File: src/rtl/thread_launcher.sv
module thread_launcher #(
  parameter int CH_W = 7,
  parameter int XW   = 16
) (
  input  logic            clk,
  input  logic            rst_n,
  input  logic            start,
  input  logic [CH_W-1:0] chan,
  input  logic [2:0]      prio,
  input  logic [XW-1:0]   vec_base,
  input  logic [XW-1:0]   sp_hi,
  input  logic [XW-1:0]   sp_lo,
  output logic            busy,
  output logic            done,
  output logic            mem_re,
  output logic [XW-1:0]   mem_addr,
  input  logic [XW-1:0]   mem_rdata,
  output logic [XW-1:0]   pc,
  input  logic            pc_we,
  input  logic [XW-1:0]   pc_wdata,
  output logic [3:0]      ccr,
  input  logic            ccr_we,
  input  logic [3:0]      ccr_wdata,
  input  logic            wr_en,
  input  logic [2:0]      wr_sel,
  input  logic [XW-1:0]   wr_data,
  input  logic [2:0]      rd_sel_a,
  output logic [XW-1:0]   rd_data_a,
  input  logic [2:0]      rd_sel_b,
  output logic [XW-1:0]   rd_data_b
);
  localparam int NREG  = 8;
  localparam int ENT_B = 4;
  localparam int DP_IX = 1;
  localparam int SP_IX = NREG - 1;

  typedef enum logic [2:0] {IDLE, FETCH_PC, FETCH_DP, SETTLE, FIN} st_t;

  st_t           st;
  logic [XW-1:0] ent_addr;
  logic [XW-1:0] sp_keep;
  logic [XW-1:0] gpr [NREG];
  logic          accept;
  logic          core_ok;

  assign accept   = start && (prio != 3'd0) && (st == IDLE);
  assign core_ok  = (st == IDLE);
  assign busy     = (st != IDLE);
  assign done     = (st == FIN);
  assign mem_re   = (st == FETCH_PC) || (st == FETCH_DP);
  assign mem_addr = (st == FETCH_DP) ? ent_addr + XW'(2) : ent_addr;

  always_ff @(posedge clk or negedge rst_n) begin
    if (!rst_n) begin
      st       <= IDLE;
      ent_addr <= '0;
      sp_keep  <= '0;
    end else begin
      unique case (st)
        IDLE: if (accept) begin
          st       <= FETCH_PC;
          ent_addr <= vec_base + XW'(chan) * XW'(ENT_B);
          sp_keep  <= prio[2] ? sp_hi : sp_lo;
        end
        FETCH_PC: st <= FETCH_DP;
        FETCH_DP: st <= SETTLE;
        SETTLE:   st <= FIN;
        FIN:      st <= IDLE;
        default:  st <= IDLE;
      endcase
    end
  end

  always_ff @(posedge clk or negedge rst_n) begin
    if (!rst_n) begin
      pc <= '0;
    end else if (st == FETCH_DP) begin
      pc <= mem_rdata;
    end else if (core_ok && pc_we) begin
      pc <= pc_wdata;
    end
  end

  always_ff @(posedge clk or negedge rst_n) begin
    if (!rst_n) ccr <= '0;
    else if (core_ok && ccr_we) ccr <= ccr_wdata;
  end

  always_ff @(posedge clk or negedge rst_n) begin
    if (!rst_n) begin
      for (int i = 0; i < NREG; i++) gpr[i] <= '0;
    end else if (st == SETTLE) begin
      gpr[DP_IX] <= mem_rdata;
      gpr[SP_IX] <= sp_keep;
    end else if (core_ok && wr_en && wr_sel != 3'd0) begin
      gpr[wr_sel] <= wr_data;
    end
  end

  assign rd_data_a = (rd_sel_a == 3'd0) ? '0 : gpr[rd_sel_a];
  assign rd_data_b = (rd_sel_b == 3'd0) ? '0 : gpr[rd_sel_b];
endmodule


File: config.mk
export PLATFORM = sky130hd
export DESIGN_NAME = thread_launcher
export DESIGN_NICKNAME = d
export VERILOG_FILES = /design/src/rtl/thread_launcher.sv
export SDC_FILE = /design/constraint.sdc
export NUM_CORES = 1
export LEC_CHECK = 0
export BUFFER_PORTS_ARGS = -buffer_cell sky130_fd_sc_hd__clkbuf_2
export CAP_MARGIN = 0
export CELL_PAD_IN_SITES_DETAIL_PLACEMENT = 1
export CELL_PAD_IN_SITES_GLOBAL_PLACEMENT = 2
export CORE_MARGIN = 2
export CORE_UTILIZATION = 30
export CTS_CLUSTER_DIAMETER = 120
export DETAILED_ROUTE_END_ITERATION = 7
export PLACE_DENSITY_LB_ADDON = 0.1
export SYNTH_ARGS = -nofsm -noshare
export SYNTH_HDL_FRONTEND = slang
export SYNTH_SLANG_ARGS = --single-unit
File: constraint.sdc
create_clock -name clk -period 2.4 [get_ports clk]
set_clock_uncertainty 0.05 [all_clocks]
set_input_delay 0.48 -clock clk [delete_from_list [all_inputs] [get_ports clk]]
set_output_delay 0.48 -clock clk [all_outputs]
set_load 0.02 [all_outputs]
# Word-level counts from Yosys, hierarchy flattened
# Cells that the tools add are included.
# totals
output_inout_bits,71
reg_bits,183
# classes
addsub,2
bitwise_logic,4
eq_ne,5
magnitude_cmp,4
n_mux,20
n_reduce_logical,18
# op_table
operator,n
16-bit two-way mux,13
128-bit bitwise mux,1
112-bit two-way mux,1
16-bit binary-select mux with 3-bit select,2
16-bit demux with 3-bit select,1
"16-bit by 2-bit adder with 16-bit output, second input constant",1
16-bit by 9-bit adder with 16-bit output,1
"4-bit greater-or-equal comparator, second input constant",3
3-bit NOT with 4-bit output,3
3-bit case mux with 4 select lines,1
3-bit zero test,3
3-bit nonzero test,3
1-bit logical AND,7
"3-bit by 2-bit == test with 1-bit output, second input constant",2
"4-bit by 1-bit < comparator with 1-bit output, second input constant",1
2-bit AND reduction,2
2-bit nonzero test,2
"3-bit by 1-bit == test with 1-bit output, second input constant",1
"3-bit == test, second input constant",1
3-bit two-way mux,1
"2-bit != test, second input constant",1
1-bit logical OR,1
1-bit NOT,1

# Longest topological paths before layout
# depth
depth_word,8
ltp_mapped,8

# Worst setup path after synthesis
# No wires, ideal clock.
# synth_path
path_type,input -> output
startpoint,in rd_sel_b[0]
endpoint,out rd_data_b[10]
arrival_time_ns,2.019
path_slack_ns,-0.149
path_stages,5
path_buffers,3
cell_sequence,clkbuf_1 clkbuf_1 clkbuf_1 a22oi_1 o21ai_0
# synth_between
elab_chain_cells,5
# synth_lines
element,line,text
"start, declared",29,"input logic [2:0] rd_sel_b,"
3-bit NOT with 4-bit output (not written as such),101,assign rd_data_b = (rd_sel_b == 3'd0) ? '0 : gpr[rd_sel_b];
16-bit binary-select mux with 3-bit select,101,
16-bit two-way mux (not written as such) (2 in series),101,
16-bit two-way mux (*),101,
"end, declared",30,output logic [XW-1:0] rd_data_b
# Every way passes the cells marked *; elsewhere a longest branch is shown, timed or not. The select of a mux whose other input is x is not followed.

# Final worst setup path
# layout_path
startpoint,reg st[2]
endpoint,out mem_addr[12]
# layout_between
elab_chain_cells,2
# layout_lines
element,line,text
"start, declared",39,st_t st;
"start signal, assigned",55,st <= IDLE;
"start signal, assigned",61,st <= FETCH_PC;
"start signal, assigned",65,FETCH_PC: st <= FETCH_DP;
3-bit by 2-bit == test with 1-bit output,51,assign mem_addr = (st == FETCH_DP) ? ent_addr + XW'(2) : ent_addr;
16-bit two-way mux,51,
"end, declared",16,"output logic [XW-1:0] mem_addr,"
# No other way between the ends.

==> reports/results.tsv <==
stage	metric	value	unit
status	status	finished with violations	
status	violations	setup timing	
critical_path	reg2reg_to	gpr[38]$_DFFE_PN0P_	
layout	num_antenna_cells	0	
die	start_util	30.6	%
drt	routed_wl	27100	microns
worst_hold_path	holdPathEnd	ent_addr[0]$_DFFE_PN0P_	
critical_path	critical_path_class	reg -> out	
synth	syn-cell-area	9100	sq um
power_and_ir_drop	power.static_leakage	0.00545	uW
sta	worst_pin_slew	1.15	ns
critical_path	crit_required	1.87	ns
synth	synth_xor_xnor_area_share	2.60	%
synth	synth-compound-area-share	11.8	%
synth	synth_top_family_by_area	multiplexers	
synth	yosys.area.top_type	dfrtp_1	
layout	fin_nets	1143	
synth	async_flop_share	100	%
die	die_y	178	microns
sta	setup_viol_count_final	10	
power_and_ir_drop	vdd_drop_max	0.531	mV
clock_tree	cts_tree	built	
global_routing	grt_use_total	17.5	%
critical_path	endpoint_kind	output pin	
synth	avgSynthCellArea	11.4	sq um
sta	rsz0062_at_grt	yes	
synth	synthAdderAreaFrac	1.32	%
die	die_area	31700	sq um
synth	ys_ff_latch	167	
clock_tree	cts_max_path_buffers	2	
sta	min_period	2.49	ns
global_routing	grt_max_degree	61	
critical_path	timing.rr.start	st[2]$_DFFE_PN0P_	
power_and_ir_drop	powerDensity	1160	nW/um^2
layout	final_cells	1412	
clock_tree	cts_root_buf	clkbuf_16	
placed_design	gp_congestion	0.779	
global_routing	grt_pass1_vias	7369	
clock_tree	numCtsBuffers	17	
drt	firstDrtPassIters	6	
placed_design	placed_cells	1371	
synth	seq_area_frac_synth	45.9	%
die	core_area	29700	sq um
run	maxCapViolations	0	
global_routing	antenna_found_initial	0	
synth	synth_nets	933	
clock_tree	cts.htree.levels	4	
sta	finalMaxSlewViolations	0	
drt	drt_iter0_markers	343	
layout	layout-drive-gt1-share	45.1	%
drt	viasPerCell	4.93	
synth	synth_simple_gate_area_share	8.33	%
sta	layout_setup_ws	-0.0930	ns
drt	vias	6958	
die	die_x	178	microns
synth	synth_area_leaders	dfrtp_1, mux2_2, mux4_2	
synth	synth_flop_cell	dfrtp_1	
placed_design	port_buffers	195	
die	ios	196	
critical_path	r2r_cells	7	
sta	max_freq	401	MHz
sta	hold_viol_final	0	
layout	area_growth	28.0	%
worst_hold_path	hp-start	vec_base[0]	
drt	drc	0	
synth	synth_cells	799	
global_routing	grt.overflow.total	0	
critical_path	startpoint_type	flip-flop	
clock_tree	clk_pin_slew	0.08	ns
worst_hold_path	holdPathStages	3	
synth	synth_mux_area_share	25.8	%
synth	synth.distinct_cells	47	
sta	fin_crit_sh	104	%
critical_path	crit_start	st[2]$_DFFE_PN0P_	
clock_tree	cts.sinks	167	
critical_path	reg2reg_slack	0.30	ns
drt	wire_per_inst	19.2	microns
synth	synth_warnings	0	
placed_design	post-dp-hpwl	20900	microns
global_routing	grt_pass1_wl	42900	microns
worst_hold_path	hold_class	in -> reg	
die	num_rows	63	
sta	relSlewSlack	23.0	%
drt	detail-route-antenna-nets	0	
synth	synth_enable_flop_cells	0	
placed_design	dp_worst_setup_slack	0.0314	ns
critical_path	worstPathMaxFanout	5	
critical_path	cp.arrival	1.96	ns
synth	synth_top_area_share	45.9	%
clock_tree	clock_latency	0.43	ns
## metrics by stage
step	hold slack (ns)	total power, uW	cell area (sq um)	TNS [ns]	utilization, %
floorplan	0.134	8670	9110	0	-
global placement	0.414	10600	10800	-0.00729	36.3
detailed placement	0.422	10700	10800	0	36.3
CTS	0.177	13600	11500	-1.10	38.8
global route	0.191	14600	11700	-2.35	39.2
finish	0.191	13500	11700	-0.617	39.2
## logic make-up (layout without fill, tap and decap cells)
kind of cell | after synthesis | after routing
muxes | 180 | 180
DFF | 167 | 167
and+or+nand+nor | 164 | 164
AOI/OAI and AO/OA | 163 | 163
buffers and inverters | 89 | 312
xor gates and xnor gates | 27 | 27
adders and majority gates | 9 | 9
## cell type report
cell class                 count  area [sq um]
timing repair buffer         247          1600
fill                        3304         18100
sequential                   167          4180
multi-input combinational    543          4690
clock buffer                  19           453
tap                          390           488
inverter                      33           124
clock inverter                13           128
## registers in the layout (all words and copies together) (netlist names)
register and cells:
gpr 112, ent_addr 16, pc 16, sp_keep 16
ccr 4, st 3
## what timing repair did
item	4_1_cts	5_1_grt
gates resized for setup	24	29
hold endpoints to repair	45	0
buffers inserted	6	4
hold buffers	1	0
endpoints found under the setup margin	13	16
pin swaps	7	9
## cell usage in the layout, fill, tap and decap left out, types with 13 or more instances in the layout
master,n
a21oi_1,20
a222oi_1,16
a22oi_1,32
buf_4,41
clkbuf_16,17
clkbuf_2,180
dfrtp_1,167
inv_1,32
mux2_2,115
mux2i_1,32
mux4_2,32
nand2_1,113
o21ai_0,52
xnor2_1,13
## synthesized netlist by cell type (2+ instances only)
cell type and instances:
nor3b_1 3, a22oi_1 32, buf_1 5, a21o_1 4, o211ai_1 2, xor2_1 10
nand3b_2 2, nand3_1 8, xnor2_1 17, a222oi_1 16, mux2i_1 32, buf_2 8
a31oi_1 2, and3_1 4, nand4_1 4, a211oi_1 2, nor3_1 5, nor3b_2 2
a21oi_1 20, nand2_1 115, a221oi_1 15, dfrtp_1 167, o21ai_0 65, nor2_1 10
buf_6 3, inv_1 32, ha_1 8, mux4_2 32, nor2b_1 3, clkbuf_1 34
mux2_2 116, buf_4 6
## power breakdown
group          switching [uW]  internal (uW)  leakage, uW  total [uW]
Clock                    1290           1440     0.000278        2730
Sequential               1040           4130      0.00209        5170
Combinational            2900           2720      0.00308        5620
Total                    5230           8290      0.00545       13500
## how the worst max path moves through the flow
stage	slack, ns	endpoint	depth (start not counted)
2_1_floorplan	0.02	rd_data_b[2]	5
3_3_place_gp	-0.007	rd_data_a[6]	6
3_5_place_dp	0.03	rd_data_a[6]	6
4_1_cts	-0.15	mem_addr[8]	6
5_1_grt	-0.24	mem_addr[6]	6
6_report	-0.09	mem_addr[12]	6
## per-layer routing
layer | up-vias | wire length [microns] | GRT usage [%] | part of all wire, %
met4 | 0 | 217 | 3.46 | 0.80
met1 | 3443 | 13400 | 25.3 | 49
met2 | 150 | 12300 | 27.7 | 45
li1 | 3351 | - | - | -
met3 | 14 | 1260 | 3.18 | 4.7
met5 | - | 0 | 0 | 0
## worst max-delay path: stages (launching register included)
cell	delay, ns
dfrtp_1	0.41
nor3b_4	0.30
nand3_1	0.13
nor3_2	0.21
nand2_1	0.12
xnor2_1	0.18
clkbuf_4	0.20
(Power assumes the default switching activity.)
